**config.mk**
```make
export PLATFORM = sky130hd
export DESIGN_NAME = sram_rd_seq
export DESIGN_NICKNAME = d
export VERILOG_FILES = /design/src/rtl/sram_rd_pkg.sv /design/src/rtl/rd_wait_timer.sv /design/src/rtl/rd_step_fsm.sv /design/src/rtl/rd_bus_regs.sv /design/src/rtl/sram_rd_seq.sv
export SDC_FILE = /design/constraint.sdc
export NUM_CORES = 1
export LEC_CHECK = 0
export CORE_MARGIN = 3
export CORE_UTILIZATION = 49
export CTS_CLUSTER_DIAMETER = 40
export DETAILED_ROUTE_END_ITERATION = 12
export PLACE_DENSITY_LB_ADDON = 0.08
export SLEW_MARGIN = 5
export SYNTH_ARGS = -nofsm -noshare
export SYNTH_HDL_FRONTEND = slang
export SYNTH_HIERARCHICAL = 1
export SYNTH_SLANG_ARGS = --single-unit
export TNS_END_PERCENT = 30
```
**constraint.sdc**
```tcl
create_clock -name clk -period 3.55 [get_ports clk]
set_input_delay 0.71 -clock clk [delete_from_list [all_inputs] [get_ports clk]]
set_output_delay 0.71 -clock clk [all_outputs]
set_load 0.03 [all_outputs]
```
**src/rtl/sram_rd_pkg.sv**
```systemverilog
package sram_rd_pkg;

   // Step of one read cycle; order is the order of execution.
   typedef enum logic [2:0] {
      ST_IDLE,
      ST_ADDR,     // step 1: address driven
      ST_STROBE,   // step 2: read strobe raised
      ST_SETTLE,   // step 3: wait only
      ST_SAMPLE,   // step 4: data bus captured on entry
      ST_RELEASE,  // step 5: address returned to zero
      ST_CLOSE,    // step 6: strobes dropped
      ST_TAIL      // step 7: wait only
   } rd_step_e;

   // A wait of zero still occupies one clock cycle.
   function automatic int unsigned eff_wait(input int unsigned w);
      return (w == 0) ? 1 : w;
   endfunction

   function automatic int unsigned max2(input int unsigned a, input int unsigned b);
      return (a > b) ? a : b;
   endfunction

endpackage

```
**src/rtl/rd_wait_timer.sv**
```systemverilog
module rd_wait_timer #(
   parameter int unsigned CNT_MAX = 12,
   parameter int unsigned CW      = 4
) (
   input  logic          clk,
   input  logic          rst,
   input  logic          load,
   input  logic [CW-1:0] load_val,
   output logic          expired
);

   generate
      if (CNT_MAX <= 1) begin : g_no_count
         // Every step lasts a single cycle: no counter is needed.
         logic unused_ok;
         assign unused_ok = ^{clk, rst, load, load_val};
         assign expired   = 1'b1;
      end else begin : g_count
         logic [CW-1:0] cnt_q;

         always_ff @(posedge clk) begin
            if (rst) begin
               cnt_q <= '0;
            end else if (load) begin
               cnt_q <= load_val;
            end else if (cnt_q != '0) begin
               cnt_q <= cnt_q - 1'b1;
            end
         end

         assign expired = (cnt_q == '0);

         AST_COUNT_DOWN: assert property (@(posedge clk) disable iff (rst)
            (!load && cnt_q != '0) |=> (cnt_q == CW'($past(cnt_q) - 1'b1)))
            else $error("wait counter skipped a step");
      end
   endgenerate

endmodule

```
**src/rtl/rd_step_fsm.sv**
```systemverilog
module rd_step_fsm
   import sram_rd_pkg::*;
#(
   parameter int unsigned D1 = 2,
   parameter int unsigned D2 = 12,
   parameter int unsigned D3 = 5,
   parameter int unsigned D4 = 5,
   parameter int unsigned D5 = 2,
   parameter int unsigned D6 = 10,
   parameter int unsigned D7 = 1,
   parameter int unsigned CW = 4
) (
   input  logic          clk,
   input  logic          rst,
   input  logic          req,
   input  logic          expired,
   output logic          load,
   output logic [CW-1:0] load_val,
   output logic          go_addr,
   output logic          go_strobe,
   output logic          go_sample,
   output logic          go_release,
   output logic          go_close,
   output logic          go_finish
);

   rd_step_e state_q, state_d;

   // Counter preload for a step: duration minus one.
   function automatic logic [CW-1:0] preload(input rd_step_e s);
      case (s)
         ST_ADDR:    return CW'(D1 - 1);
         ST_STROBE:  return CW'(D2 - 1);
         ST_SETTLE:  return CW'(D3 - 1);
         ST_SAMPLE:  return CW'(D4 - 1);
         ST_RELEASE: return CW'(D5 - 1);
         ST_CLOSE:   return CW'(D6 - 1);
         ST_TAIL:    return CW'(D7 - 1);
         default:    return '0;
      endcase
   endfunction

   always_comb begin
      state_d = state_q;
      load    = 1'b0;
      if (state_q == ST_IDLE) begin
         if (req) begin
            state_d = ST_ADDR;
            load    = 1'b1;
         end
      end else if (expired) begin
         load    = 1'b1;
         state_d = (state_q == ST_TAIL) ? ST_IDLE : rd_step_e'(state_q + 3'd1);
      end
      load_val = preload(state_d);
   end

   always_ff @(posedge clk) begin
      if (rst) state_q <= ST_IDLE;
      else     state_q <= state_d;
   end

   assign go_addr    = (state_q == ST_IDLE) && req;
   assign go_strobe  = (state_q == ST_ADDR)    && expired;
   assign go_sample  = (state_q == ST_SETTLE)  && expired;
   assign go_release = (state_q == ST_SAMPLE)  && expired;
   assign go_close   = (state_q == ST_RELEASE) && expired;
   assign go_finish  = (state_q == ST_TAIL)    && expired;

   AST_ACCEPT_FROM_IDLE: assert property (@(posedge clk) disable iff (rst)
      (state_q == ST_ADDR && $past(state_q) != ST_ADDR) |-> ($past(state_q) == ST_IDLE))
      else $error("read started outside idle");

endmodule

```
**src/rtl/rd_bus_regs.sv**
```systemverilog
module rd_bus_regs #(
   parameter int unsigned ADDR_W = 16,
   parameter int unsigned DATA_W = 8
) (
   input  logic              clk,
   input  logic              rst,
   input  logic              go_addr,
   input  logic              go_strobe,
   input  logic              go_sample,
   input  logic              go_release,
   input  logic              go_close,
   input  logic              go_finish,
   input  logic [ADDR_W-1:0] req_addr,
   input  logic [DATA_W-1:0] dq,
   output logic [ADDR_W-1:0] bus_addr,
   output logic              bus_rd,
   output logic [DATA_W-1:0] rd_data,
   output logic              done
);

   logic [ADDR_W-1:0] addr_q;
   logic              rd_q;
   logic [DATA_W-1:0] data_q;
   logic              done_q;

   always_ff @(posedge clk) begin
      if (rst) begin
         addr_q <= '0;
         rd_q   <= 1'b0;
         data_q <= '0;
         done_q <= 1'b0;
      end else begin
         if (go_addr)         addr_q <= req_addr;
         else if (go_release) addr_q <= '0;
         if (go_strobe)       rd_q   <= 1'b1;
         else if (go_close)   rd_q   <= 1'b0;
         if (go_sample)       data_q <= dq;
         done_q <= go_finish;
      end
   end

   assign bus_addr = addr_q;
   assign bus_rd   = rd_q;
   assign rd_data  = data_q;
   assign done     = done_q;

   AST_DONE_ONE_CYCLE: assert property (@(posedge clk) disable iff (rst)
      done_q |=> !done_q)
      else $error("done held longer than one cycle");

   AST_ADDR_GONE_AT_CLOSE: assert property (@(posedge clk) disable iff (rst)
      $fell(rd_q) |-> (addr_q == '0))
      else $error("strobe fell before address release");

endmodule

```
**src/rtl/sram_rd_seq.sv**
```systemverilog
module sram_rd_seq
   import sram_rd_pkg::*;
#(
   parameter int unsigned ADDR_W   = 16,
   parameter int unsigned DATA_W   = 8,
   parameter int unsigned WAIT_S1  = 2,
   parameter int unsigned WAIT_S2  = 12,
   parameter int unsigned WAIT_S3  = 5,
   parameter int unsigned WAIT_S4  = 5,
   parameter int unsigned WAIT_S5  = 2,
   parameter int unsigned WAIT_S6  = 10,
   parameter int unsigned LONG_MIN = 10,
   parameter int unsigned LONG_MAX = 20,
   parameter int unsigned SHORT_MIN = 5,
   parameter int unsigned SHORT_MAX = 10
) (
   input  logic              clk,
   input  logic              rst,
   input  logic              req_i,
   input  logic [ADDR_W-1:0] req_addr_i,
   output logic [DATA_W-1:0] rd_data_o,
   output logic              done_o,
   output logic [ADDR_W-1:0] sram_addr_o,
   output logic              sram_rd_o,
   output logic              sram_wr_o,
   input  logic [DATA_W-1:0] sram_dq_i
);

   localparam int unsigned D1 = eff_wait(WAIT_S1);
   localparam int unsigned D2 = eff_wait(WAIT_S2);
   localparam int unsigned D3 = eff_wait(WAIT_S3);
   localparam int unsigned D4 = eff_wait(WAIT_S4);
   localparam int unsigned D5 = eff_wait(WAIT_S5);
   localparam int unsigned D6 = eff_wait(WAIT_S6);
   localparam int unsigned D7 = 1;
   localparam int unsigned CNT_MAX =
      max2(max2(max2(D1, D2), max2(D3, D4)), max2(max2(D5, D6), D7));
   localparam int unsigned CW = (CNT_MAX > 1) ? $clog2(CNT_MAX) : 1;

   // Elaboration checks of the step windows.
   generate
      if (ADDR_W < 1 || DATA_W < 1) begin : g_bad_width
         $error("bus widths must be at least one bit");
      end
      if (D1 + D2 < LONG_MIN || D1 + D2 > LONG_MAX) begin : g_bad_s1_s3
         $error("step 1 to step 3 separation out of window");
      end
      if (D2 < LONG_MIN || D2 > LONG_MAX) begin : g_bad_s2_s3
         $error("step 2 to step 3 separation out of window");
      end
      if (D5 + D6 < LONG_MIN || D5 + D6 > LONG_MAX) begin : g_bad_s5_s7
         $error("step 5 to step 7 separation out of window");
      end
      if (D6 < SHORT_MIN || D6 > SHORT_MAX) begin : g_bad_s6_s7
         $error("step 6 to step 7 separation out of window");
      end
   endgenerate

   logic          load, expired;
   logic [CW-1:0] load_val;
   logic          go_addr, go_strobe, go_sample, go_release, go_close, go_finish;

   rd_wait_timer #(.CNT_MAX(CNT_MAX), .CW(CW)) i_timer (
      .clk      (clk),
      .rst      (rst),
      .load     (load),
      .load_val (load_val),
      .expired  (expired)
   );

   rd_step_fsm #(
      .D1(D1), .D2(D2), .D3(D3), .D4(D4), .D5(D5), .D6(D6), .D7(D7), .CW(CW)
   ) i_fsm (
      .clk        (clk),
      .rst        (rst),
      .req        (req_i),
      .expired    (expired),
      .load       (load),
      .load_val   (load_val),
      .go_addr    (go_addr),
      .go_strobe  (go_strobe),
      .go_sample  (go_sample),
      .go_release (go_release),
      .go_close   (go_close),
      .go_finish  (go_finish)
   );

   rd_bus_regs #(.ADDR_W(ADDR_W), .DATA_W(DATA_W)) i_regs (
      .clk        (clk),
      .rst        (rst),
      .go_addr    (go_addr),
      .go_strobe  (go_strobe),
      .go_sample  (go_sample),
      .go_release (go_release),
      .go_close   (go_close),
      .go_finish  (go_finish),
      .req_addr   (req_addr_i),
      .dq         (sram_dq_i),
      .bus_addr   (sram_addr_o),
      .bus_rd     (sram_rd_o),
      .rd_data    (rd_data_o),
      .done       (done_o)
   );

   assign sram_wr_o = 1'b0;

   AST_IDLE_BUS_AT_DONE: assert property (@(posedge clk) disable iff (rst)
      done_o |-> (!sram_rd_o && sram_addr_o == '0))
      else $error("bus not released when read completes");

endmodule

```
## Word-level counts from Yosys, hierarchy flattened

Cells that the tools add are included.

- Mux-type cells: 14
- Reductions and logical operators: 14
- Equal/unequal tests: 11
- $add $sub $neg: 2

Operators by type and width:

| operator | number |
|---|---|
| 16-bit 2-to-1 mux | 2 |
| 3-bit equality test, second input constant | 6 |
| 4-bit one-hot mux with 4 select lines | 1 |
| 3-bit 2-to-1 mux | 4 |
| 3-bit by 2-bit equality test with 1-bit output, second input constant | 3 |
| 4-bit 2-to-1 mux | 2 |
| 3-bit by 1-bit equality test with 1-bit output, second input constant | 2 |
| 1-bit logical AND | 6 |
| 2-bit nonzero test | 3 |
| 1-bit 2-to-1 mux | 5 |
| 4-bit logical NOT | 1 |
| 4-bit nonzero test | 1 |
| 2-bit OR reduction | 2 |
| 4-bit by 1-bit subtractor with 4-bit output, second input constant | 1 |
| 3-bit by 1-bit adder with 3-bit output, second input constant | 1 |
| 3-bit logical NOT | 1 |

- Word-level logic and storage cells: 47
- Bits in registers: 33

## Depth between registers and ports, before layout

- Depth after elaboration: 8
- Mapped depth: 9
- Gate-level depth less buffers: 9

## By module

The synthesis kept the hierarchy.

By module, submodules not included:

| module | seq. area each (µm²) | area each (µm²) | cells an instance | times used |
|---|---|---|---|---|
| rd_bus_regs | 520.5 | 1,069.8 | 104 | 1 |
| rd_step_fsm | 60.1 | 334.1 | 38 | 1 |
| rd_wait_timer | 80.1 | 229.0 | 24 | 1 |
| sram_rd_seq | 0.0 | 11.3 | 2 | 1 |

## Worst setup path before layout

Ideal clock, no wire load.

- Path kind: register to register
- From: reg i_timer.g_count.cnt_q[0]
- To: reg i_timer.g_count.cnt_q[2]
- Arrival: 1.788 ns
- Slack: 1.685 ns
- Cell stages (with the launch flop): 10
- Cells stage by stage: dfxtp_1 > inv_1 > ha_1 > nor3b_4 > nor3b_4 > a22o_2 > nand2b_1 > mux2i_1 > nor2b_1 > nor3_1

- Word-level cells in the longest chain between the ends: 7

Ends and longest elaborated chain:

| item | RTL line | text |
|---|---|---|
| start: declaration | rd_wait_timer.sv:19 | `logic [CW-1:0] cnt_q;` |
| start signal: assignment | rd_wait_timer.sv:25 | `cnt_q <= load_val;` |
| start signal: assignment | rd_wait_timer.sv:27 | `cnt_q <= cnt_q - 1'b1;` |
| 4-bit logical NOT * | rd_wait_timer.sv:31 | `assign expired = (cnt_q == '0);` |
| net expired | sram_rd_seq.sv:59 | `logic load, expired;` |
| 3-bit 2-to-1 mux * | rd_step_fsm.sv:51 | `end else if (expired) begin` |
| 3-bit 2-to-1 mux * | rd_step_fsm.sv:46 | `if (state_q == ST_IDLE) begin` |
| 3-bit by 1-bit equality test with 1-bit output (tied with other cells) | rd_step_fsm.sv:31 | `case (s)` |
| 2-bit OR reduction (no line) | - |  |
| 4-bit one-hot mux with 4 select lines * | rd_step_fsm.sv:31 |  |
| net load_val[2] | sram_rd_seq.sv:60 | `logic [CW-1:0] load_val;` |
| 4-bit 2-to-1 mux * | rd_wait_timer.sv:24 | `end else if (load) begin` |

The timed path passes the listed nets; every way through them passes the cells marked *. The select of a mux whose other input is x is not followed.
A chain may end at the register's enable or synchronous reset.

## Worst setup path in the final report

- From: reg i_timer.g_count.cnt_q[0]
- To: reg i_regs.addr_q[14] (netlist: i_regs/bus_addr[14])

- Word-level cells in the longest chain between the ends: 3

Ends and longest elaborated chain:

| item | RTL line | text |
|---|---|---|
| 4-bit logical NOT | rd_wait_timer.sv:31 |  |
| net expired | sram_rd_seq.sv:59 |  |
| 1-bit logical AND | rd_step_fsm.sv:66 | `assign go_release = (state_q == ST_SAMPLE) && expired;` |
| net go_release | sram_rd_seq.sv:61 | `logic go_addr, go_strobe, go_sample, go_release, go_close, go_finish;` |
| 2-bit nonzero test (no line) | - |  |
| end signal: assignment | rd_bus_regs.sv:33 | `if (go_addr) addr_q <= req_addr;` |
| end: declaration | rd_bus_regs.sv:21 | `logic [ADDR_W-1:0] addr_q;` |

The timed path passes the listed nets, and every way through them passes these cells.

==> reports/qor.csv <==
metric,value,unit
fraction of post-synthesis cell area in the top cell type by area,0.402,
Synth Area per Inst,9.79,um2
sequential area share after synthesis,0.402,
largest net degree at the start of global routing,21,
final worst path period need,2210,ps
combinational family with the most area after synthesis,simple AND/OR/NAND/NOR gates,
flip-flop and latch count after synthesis,33,
Die Height,63.9,um
WL per Instance,12.2,um
post-synth net total,201,
Final GP Congestion,0.749,
actual transition at the worst max-transition pin,726,ps
number of buffers added to fix hold violations after cts,0,
CTS tree,yes,
post-detail-place hpwl,2520,um
CTS clock-pin slew for the worst setup and hold paths,100,ps
final WL,3230,um
Final Net Count,253,
met2 track demand over resource in global routing,0.301,
most common library cell in the layout ignoring fill and taps,sky130_fd_sc_hd__clkdlybuf4s50_1,
multiplexer area fraction after synthesis,0.0677,
Final Max Tran Viols,0,
Port Buf Inserts,52,
"Setup violations, final",0,
biggest area contributors in the synthesized netlist,"sky130_fd_sc_hd__dfxtp_1, sky130_fd_sc_hd__o32ai_2, sky130_fd_sc_hd__mux2i_1",
parity-gate share of the synthesized area counting xor and xnor cells,0.0160,
biggest cell delay along the critical path,580,ps
depth of the CTS H-tree,2,
number of buffers added by the clock tree synthesis step,5,
number of instances in the synthesized netlist,168,
Pre-Repair DR Iteration Count,4,
leftover overflow at the end of global routing,0,
run status,"finished, final reports clean",
DRC errors left,0,
setup repair after global routing missed its margin,no,
compound-gate portion of the synthesized area,0.182,
path category of the worst min-delay check,reg -> reg,
via/cell ratio,4.96,
cell with the biggest individual delay on the critical path,sky130_fd_sc_hd__or2_1,
maximum buffer depth of the clock tree,2,
Std-Cell Rows,20,
number of I/O pins,54,
initial cell density of the core,0.526,
insertion delay of the later-clocked pin in the worst-skew pair,330,ps
category of the worst setup path capture point,flip-flop,
crit share post-route,0.623,
global routing usage on met3,0.0650,
number of antenna diodes,0,
number of standard cells in the final layout excluding fillers,265,
"share of synthesized cell area in full adder, half adder and majority cells",0.0457,
endpoint arrival time on the critical path,2400,ps
Total Routing Usage GR,0.169,
worst path cell trace,inv_1 -> ha_1 -> nor3b_4 -> and3_1 -> or2_1 -> o32ai_1,
via count of the routed design,1314,
critical path class,reg -> reg,
worst-case headroom to the max-slew limit,0.516,
largest area contributor in the synthesized netlist,sky130_fd_sc_hd__dfxtp_1,
power per cell area,707,mW/mm2
"commonest cells after routing, fill and taps aside","sky130_fd_sc_hd__clkdlybuf4s50_1, sky130_fd_sc_hd__dfxtp_1, sky130_fd_sc_hd__inv_1",
Top delay family on crit path,simple AND/OR/NAND/NOR gates,
total die area,0.00409,mm2
layer with the highest usage,met2,
Worst Path Max Fanout,15,
worst vdd ir,418,uV
final hold violation count,0,
final clock skew,6.49,ps
Core Area,0.00313,mm2
fraction of final layout cells with drive strength greater than 1,0.136,
total placed cells including tap cells,257,
wire length of the first global-routing pass,5490,um
width of the die,63.9,um
clock sink total,33,
number of inserted filler cells in the final layout,264,
Crit path required time,3740,ps
"Setup Fix Bufs, Post-CTS",0,
"Cell Area, Synth",0.00164,mm2
buffer cell driving the clock tree root,sky130_fd_sc_hd__clkbuf_4,
relative area change from synthesis to final layout,37.2,%
fraction of the mapped netlist area in simple logic gates,0.191,
total leakage power,0.843,nW
number of design-rule violations left by the first detailed-router iteration,51,
distinct cell type count after synthesis,36,
initial antenna violation count,0,
warnings from Yosys,6,
maxcap violations,0,
grt met1 use,0.184,
Worst Path Buf+Inv,1,
via count of the first global-routing pass,1228,
Post-CTS Resized,0,
Final TNS setup,0,ps
f_max,0.453,GHz
DRT antenna net count,0,
type of origin of the critical path,flip-flop,
## state kept, by name, summed over array words and instances, names as in the netlist
signal                 count
i_fsm/state_q              3
i_regs/bus_addr           16
i_regs/bus_rd              1
i_regs/done                1
i_regs/rd_data             8
i_timer/g_count.cnt_q      4
## final timing paths
path	startpoint	end	slack (ps)	depth (start not counted)
worst max register to register	i_timer/g_count.cnt_q[0]	i_regs/bus_addr[14]	1340	6
worst min register to register	i_regs/bus_addr[15]	i_regs/bus_addr[15]	490	2
worst max-delay path	i_timer/g_count.cnt_q[0]	i_regs/bus_addr[14]	1340	6
worst min-delay path	i_regs/bus_addr[15]	i_regs/bus_addr[15]	490	2
## synthesized netlist by cell type
master and number:
sky130_fd_sc_hd__o32ai_4 1, sky130_fd_sc_hd__and3_1 4, sky130_fd_sc_hd__nor2_1 12, sky130_fd_sc_hd__nor3b_4 2, sky130_fd_sc_hd__o32ai_1 6, sky130_fd_sc_hd__o21ai_0 1
sky130_fd_sc_hd__and2_1 4, sky130_fd_sc_hd__nor3_1 2, sky130_fd_sc_hd__buf_8 1, sky130_fd_sc_hd__o21a_1 1, sky130_fd_sc_hd__a21oi_1 2, sky130_fd_sc_hd__o22ai_1 2
sky130_fd_sc_hd__buf_2 3, sky130_fd_sc_hd__or2_1 1, sky130_fd_sc_hd__or2_2 1, sky130_fd_sc_hd__mux2_2 1, sky130_fd_sc_hd__inv_1 22, sky130_fd_sc_hd__a22o_2 1
sky130_fd_sc_hd__nand2b_1 2, sky130_fd_sc_hd__buf_6 2, sky130_fd_sc_hd__nor3_2 1, sky130_fd_sc_hd__a22oi_1 1, sky130_fd_sc_hd__dfxtp_1 33, sky130_fd_sc_hd__conb_1 1
sky130_fd_sc_hd__mux2i_1 10, sky130_fd_sc_hd__buf_4 1, sky130_fd_sc_hd__ha_1 6, sky130_fd_sc_hd__nand2_1 21, sky130_fd_sc_hd__xnor2_1 3, sky130_fd_sc_hd__a211oi_4 1
sky130_fd_sc_hd__nor2b_4 1, sky130_fd_sc_hd__nor2b_1 4, sky130_fd_sc_hd__o32ai_2 9, sky130_fd_sc_hd__clkbuf_1 3, sky130_fd_sc_hd__or3b_2 1, sky130_fd_sc_hd__and3b_2 1
## cell type report
cell class                      instances  area, um2  area share
Clock inverter                          1       30.0      0.0133
Sequential cell                        33        661       0.293
Multi-Input combinational cell        103        830       0.368
Timing Repair Buffer                   55        543       0.241
Clock buffer                            7       55.1      0.0244
Inverter                               22       82.6      0.0366
Tap cell                               44       55.1      0.0244
## kinds of logic after synthesis
group	after synthesis
and+or+nand+nor	57
DFF	33
buffers and inverters	32
AOI/OAI and AO/OA	25
muxes	11
adders and majority gates	6
xor gates and xnor gates	3
other	1
## per-layer routing
layer  wire length (um)  vias to the layer above
met1               1330                      607
met5                  0                        -
met4                 46                        0
li1                   -                      665
met3                229                        6
met2               1620                       36
## per-stage QoR
stage	hold slack, ps	util	setup WS (ps)	power (W)	cell area [um2]
2_1_floorplan	534	-	1680	0.00111	1640
3_3_place_gp	457	0.694	1200	0.00129	2170
3_5_place_dp	474	0.694	1120	0.00132	2170
4_1_cts	489	0.721	1300	0.00161	2260
5_1_grt	523	0.721	1100	0.00171	2260
6_report	488	0.721	1340	0.00159	2260
## power breakdown
group / switching [W] / total [W] / internal [W]
clock network: 0.000122 / 0.000290 / 0.000168
registers: 0.0000581 / 0.000505 / 0.000447
logic: 0.000432 / 0.000800 / 0.000367
total: 0.000612 / 0.00159 / 0.000983
## tightest hold or removal path, cell delays in order, from the launching register on
cell and delay (ps):
sky130_fd_sc_hd__dfxtp_1 320, sky130_fd_sc_hd__inv_1 50, sky130_fd_sc_hd__o32ai_1 70
(Power assumes the default switching activity.)
